## config.mk

```make
export PLATFORM = sky130hd
export DESIGN_NAME = cpu_launch_ctrl
export DESIGN_NICKNAME = d
export VERILOG_FILES = /design/src/rtl/launch_pkg.sv /design/src/rtl/launch_param_reg.sv /design/src/rtl/launch_cmd_decode.sv /design/src/rtl/launch_cpu_slot.sv /design/src/rtl/cpu_launch_ctrl.sv
export SDC_FILE = /design/constraint.sdc
export NUM_CORES = 1
export LEC_CHECK = 0
export CORE_MARGIN = 5
export CORE_UTILIZATION = 51
export DETAILED_ROUTE_END_ITERATION = 10
export PLACE_DENSITY = 0.85
export SYNTH_ARGS = -nofsm -noshare
export SYNTH_HDL_FRONTEND = slang
export SYNTH_SLANG_ARGS = --single-unit
```

## constraint.sdc

```tcl
create_clock -name clk -period 3.5 [get_ports clk]
set_clock_uncertainty 0.05 [all_clocks]
set_input_delay 0.525 -clock clk [delete_from_list [all_inputs] [get_ports clk]]
set_output_delay 0.525 -clock clk [all_outputs]
set_load 0.01 [all_outputs]
```

## src/rtl/launch_pkg.sv

```systemverilog
package launch_pkg;

  // Command opcodes; their values are part of the software contract.
  typedef enum logic [7:0] {
    OP_SET_PC  = 8'h04,
    OP_RELEASE = 8'h02
  } launch_op_e;

  // Field positions inside a command word.
  localparam int CMD_OP_LSB  = 0;
  localparam int CMD_IDX_LSB = 8;
  localparam int CMD_FLD_W   = 8;

  // Register offsets, adjacent by contract.
  localparam logic ADDR_CMD   = 1'b0;
  localparam logic ADDR_PARAM = 1'b1;

  function automatic logic [CMD_FLD_W-1:0] cmd_opcode(input logic [15:0] word);
    return word[CMD_OP_LSB +: CMD_FLD_W];
  endfunction

  function automatic logic [CMD_FLD_W-1:0] cmd_target(input logic [15:0] word);
    return word[CMD_IDX_LSB +: CMD_FLD_W];
  endfunction

  function automatic logic target_in_range(input logic [CMD_FLD_W-1:0] idx,
                                           input int unsigned n_cpu);
    return {24'd0, idx} < n_cpu;
  endfunction

  function automatic logic opcode_known(input logic [CMD_FLD_W-1:0] op);
    return (op == OP_SET_PC) || (op == OP_RELEASE);
  endfunction

endpackage

```

## src/rtl/launch_param_reg.sv

```systemverilog
module launch_param_reg #(
  parameter int PC_W   = 32,
  parameter int DATA_W = 32
) (
  input  logic              clk,
  input  logic              rst_n,
  input  logic              wr_en,
  input  logic [DATA_W-1:0] wdata,
  output logic [PC_W-1:0]   param_q
);

  always_ff @(posedge clk) begin
    if (!rst_n)      param_q <= '0;
    else if (wr_en)  param_q <= wdata[PC_W-1:0];
  end

endmodule

```

## src/rtl/launch_cmd_decode.sv

```systemverilog
module launch_cmd_decode
  import launch_pkg::*;
#(
  parameter int NUM_CPU = 4,
  parameter int DATA_W  = 32
) (
  input  logic              cmd_wr,
  input  logic [DATA_W-1:0] wdata,
  output logic [NUM_CPU-1:0] load_sel,
  output logic [NUM_CPU-1:0] release_sel,
  output logic              cmd_valid
);

  logic [CMD_FLD_W-1:0] op;
  logic [CMD_FLD_W-1:0] tgt;

  assign op        = cmd_opcode(wdata[15:0]);
  assign tgt       = cmd_target(wdata[15:0]);
  assign cmd_valid = cmd_wr && target_in_range(tgt, NUM_CPU) && opcode_known(op);

  for (genvar i = 0; i < NUM_CPU; i++) begin : g_sel
    logic hit;
    assign hit            = cmd_valid && (tgt == CMD_FLD_W'(i));
    assign load_sel[i]    = hit && (op == OP_SET_PC);
    assign release_sel[i] = hit && (op == OP_RELEASE);
  end

endmodule

```

## src/rtl/launch_cpu_slot.sv

```systemverilog
module launch_cpu_slot #(
  parameter int PC_W          = 32,
  parameter bit HALT_AT_RESET = 1'b1
) (
  input  logic            clk,
  input  logic            rst_n,
  input  logic            load_hit,
  input  logic            release_hit,
  input  logic [PC_W-1:0] param_q,
  output logic [PC_W-1:0] pc_q,
  output logic            load_q,
  output logic            halt_q
);

  always_ff @(posedge clk) begin
    if (!rst_n) begin
      pc_q   <= '0;
      load_q <= 1'b0;
      halt_q <= HALT_AT_RESET;
    end else begin
      load_q <= load_hit;
      if (load_hit)    pc_q   <= param_q;
      if (release_hit) halt_q <= 1'b0;
    end
  end

endmodule

```

## src/rtl/cpu_launch_ctrl.sv

```systemverilog
module cpu_launch_ctrl
  import launch_pkg::*;
#(
  parameter int NUM_CPU = 4,
  parameter int PC_W    = 32,
  parameter int DATA_W  = 32
) (
  input  logic                    clk,
  input  logic                    rst_n,
  input  logic                    reg_wr,
  input  logic                    reg_addr,
  input  logic [DATA_W-1:0]       reg_wdata,
  output logic [NUM_CPU*PC_W-1:0] start_pc,
  output logic [NUM_CPU-1:0]      pc_load,
  output logic [NUM_CPU-1:0]      halt
);

  localparam int PCV_W = NUM_CPU * PC_W;

  logic               cmd_wr;
  logic               param_wr;
  logic [PC_W-1:0]    param_q;
  logic [NUM_CPU-1:0] load_sel;
  logic [NUM_CPU-1:0] release_sel;
  logic               cmd_valid;
  logic [PCV_W-1:0]   pc_vec;

  assign cmd_wr   = reg_wr && (reg_addr == ADDR_CMD);
  assign param_wr = reg_wr && (reg_addr == ADDR_PARAM);

  launch_param_reg #(.PC_W(PC_W), .DATA_W(DATA_W)) u_param (
    .clk     (clk),
    .rst_n   (rst_n),
    .wr_en   (param_wr),
    .wdata   (reg_wdata),
    .param_q (param_q)
  );

  launch_cmd_decode #(.NUM_CPU(NUM_CPU), .DATA_W(DATA_W)) u_dec (
    .cmd_wr      (cmd_wr),
    .wdata       (reg_wdata),
    .load_sel    (load_sel),
    .release_sel (release_sel),
    .cmd_valid   (cmd_valid)
  );

  for (genvar i = 0; i < NUM_CPU; i++) begin : g_cpu
    launch_cpu_slot #(.PC_W(PC_W), .HALT_AT_RESET(i != 0)) u_slot (
      .clk         (clk),
      .rst_n       (rst_n),
      .load_hit    (load_sel[i]),
      .release_hit (release_sel[i]),
      .param_q     (param_q),
      .pc_q        (pc_vec[i*PC_W +: PC_W]),
      .load_q      (pc_load[i]),
      .halt_q      (halt[i])
    );
  end

  assign start_pc = pc_vec;

endmodule

```

==> impl_metrics.yaml <==
critical_path:
  critPathMaxStageDelay_ns: 0.50
  endpoint_kind: "flop"
  crit_path_start_kind: "primary input"
  crit_chain: "clkdlybuf4s50_1, nor4b_2, nand4_2, nor2_4, buf_12, mux2i_1"
  worstPathRequired_ns: 3.78
  slowest_stage: "nor2_4"
  critical_path_class: "in2reg"
  crit_path_max_fanout: 23
  arrival_ns: 2.82
detailed_routing:
  drt_iter0_markers: 270
  avgRoutedWirePerCell_um: 17.3
  routed_via_density: 5.28
  drc_errors: 0
  num_vias: 4953
  detail-route-antenna-nets: 0
  wl_um: 16300
  first_pass_iters: 7
die:
  io_pins: 172
  die_area_mm2: 0.0142
  placement_rows: 40
  core_mm2: 0.0119
  die_h_um: 119
  start_util: 0.514
  fp.dieW_um: 119
yosys:
  yosysSeqAreaShare: 0.548
  synthAdderAreaFrac: 0
  netlist_area_mm2: 0.00610
  synth.distinct_cells: 21
  synth_xor_xnor_area_share: 0
  yosys-top-cells-count: "nand2_1, dfxtp_1, mux2i_1"
  synth_compound_area_frac: 0.0287
  synth_top_area_cell: "dfxtp_1"
  yosysMostFrequentCell: "nand2_1"
  yosysWarnings: 0
  syn_inst: 628
  synth_edf_count: 0
  synth-simple-area-share: 0.166
  yosys_most_used_dff: "dfxtp_1"
  yosys-mux-area-fraction: 0.210
  ys_top_cells_by_area: "dfxtp_1, mux2i_1, nand2_1"
  synth_top_family_by_area: "multiplexers"
  ys_async_sr_fraction: 0
  synth.avg_cell_area_um2: 9.71
  synth_seq_cells: 167
  synthDominantCellAreaShare: 0.548
  syn-num-nets: 664
power:
  peakVddDrop_mv: 0.331
  powerDensity_mw_per_mm2: 459
  p_leak_nw: 3.02
global_route:
  globalRouteOverflowTotal: 0
  antenna_found_initial: 0
  grt_max_degree: 58
  grt_pass1_wl_um: 26000
  grt_usage: 0.227
  grt_pass1_vias: 5016
sta:
  max-slew-margin-rel: 0.210
  final-setup-viol-count: 0
  final-hold-violation-count: 0
  slew_violations: 0
  fmax_ghz: 0.393
  rsz0062_at_grt: "false"
  fin_tns_setup_ns: 0
  worst_pin_slew_ns: 1.18
  min_period_over_period: 0.726
  fin_crit_ns: 2.54
layout:
  n_antenna_cell: 0
  multi_input_area_mm2: 0.00250
  stdcell_area_mm2: 0.00839
  drive_above_1_share: 0.0632
  area.sequential_mm2: 0.00334
  area_growth_pct: 37.6
  fin_nets: 815
  n_fill_cell: 877
clocking:
  clock_sinks: 167
  cts.htree.levels: 4
  clk_latency_ns: 0.41
  clk_pin_slew_ns: 0.06
  cts-hold-fix-buffers: 0
  cts_tree: "yes"
  cts_buffer_depth: 2
  cts_root_buf: "clkbuf_16"
  cts_setup_buffers: 0
  cts_resized: 0
  numCtsBuffers: 17
placement:
  dpl.hpwl_um: 11500
  placed_area_mm2: 0.00782
  gp_congestion: 0.807
  io_buffers: 170
status:
  outcome: "completed"
hold_path:
  hold_path.class: "reg2reg"
run:
  maxCapViolations: 0
[registers in the layout, summed over array words and instances, names as in the netlist]
register             cells
g_cpu.u_slot.load_q      4
g_cpu.u_slot.pc_q      128
u_param.param_q         32
g_cpu.u_slot.halt_q      3
[area by class of cell]
class | instances | share of cell area
Tap cell | 147 | 0.0219
Inverter | 1 | 0.000447
Multi-Input combinational cell | 411 | 0.298
Clock inverter | 9 | 0.0112
Sequential cell | 167 | 0.398
Clock buffer | 22 | 0.0565
Timing Repair Buffer | 181 | 0.214
[cells in the final DEF, fill, tap and decap left out]
cell type        instances
a21oi_1                 32
and2_1                   1
buf_12                   1
buf_4                   11
bufinv_16                1
clkbuf_1                 2
clkbuf_16               17
clkbuf_8                 3
clkdlybuf4s50_1        169
clkinv_1                 1
clkinv_4                 1
clkinvlp_4               5
conb_1                   1
dfxtp_1                167
inv_6                    2
mux2i_1                128
nand2_1                229
nand2b_1                 2
nand4_1                  1
nand4_2                  1
nor2_1                   1
nor2_4                   3
nor3_1                   3
nor4_4                   2
nor4b_1                  1
nor4b_2                  2
o21ai_0                  3
or3_2                    1
[cells by family after synthesis]
group | after synthesis
mux | 128
simple gates | 247
buf+inv | 50
flops | 167
other cells | 1
compound gates | 35
[report_power, final]
group          internal [mW]  switching (mW)
Sequential              1.92         0.00851
Combinational         0.0548          0.0907
Clock                   1.04           0.742
Total                   3.01           0.841
[metal layers]
| layer | track usage | part of all wire | vias up |
|---|---|---|---|
| li1 | - | - | 2351 |
| met1 | 0.281 | 0.42 | 2404 |
| met2 | 0.388 | 0.50 | 182 |
| met3 | 0.0722 | 0.072 | 16 |
| met4 | 0.0515 | 0.0093 | 0 |
| met5 | 0 | 0 | - |
[critical path: cells and delay by family]
| kind | cells | cell delay, ns |
|---|---|---|
| simple gates | 3 | 1.31 |
| buf+inv | 2 | 0.72 |
| mux | 1 | 0.24 |
[stage by stage]
step	setup slack (ns)	hold slack [ns]	power [mW]	utilization	cells
after floorplan	1.57	0.387	2.04	-	628
after global routing	0.814	0.424	3.97	0.707	938
after detailed placement	0.546	0.397	2.11	0.660	907
final	0.958	0.405	3.85	0.707	938
after CTS	0.951	0.407	3.86	0.707	938
after global placement	0.632	0.391	2.11	0.660	907
[path summary, 6_finish.rpt]
kind	slack (ns)	startpoint	end	depth (start not counted)
worst max-delay path	0.96	reg_wdata[14]	g_cpu[1].u_slot.pc_q[29]	6
worst max register to register	2.65	u_param.param_q[27]	g_cpu[1].u_slot.pc_q[27]	2
worst min-delay path	0.41	u_param.param_q[22]	u_param.param_q[22]	2
worst min register to register	0.41	u_param.param_q[22]	u_param.param_q[22]	2
Note: power is estimated with default switching activity, not from simulation.
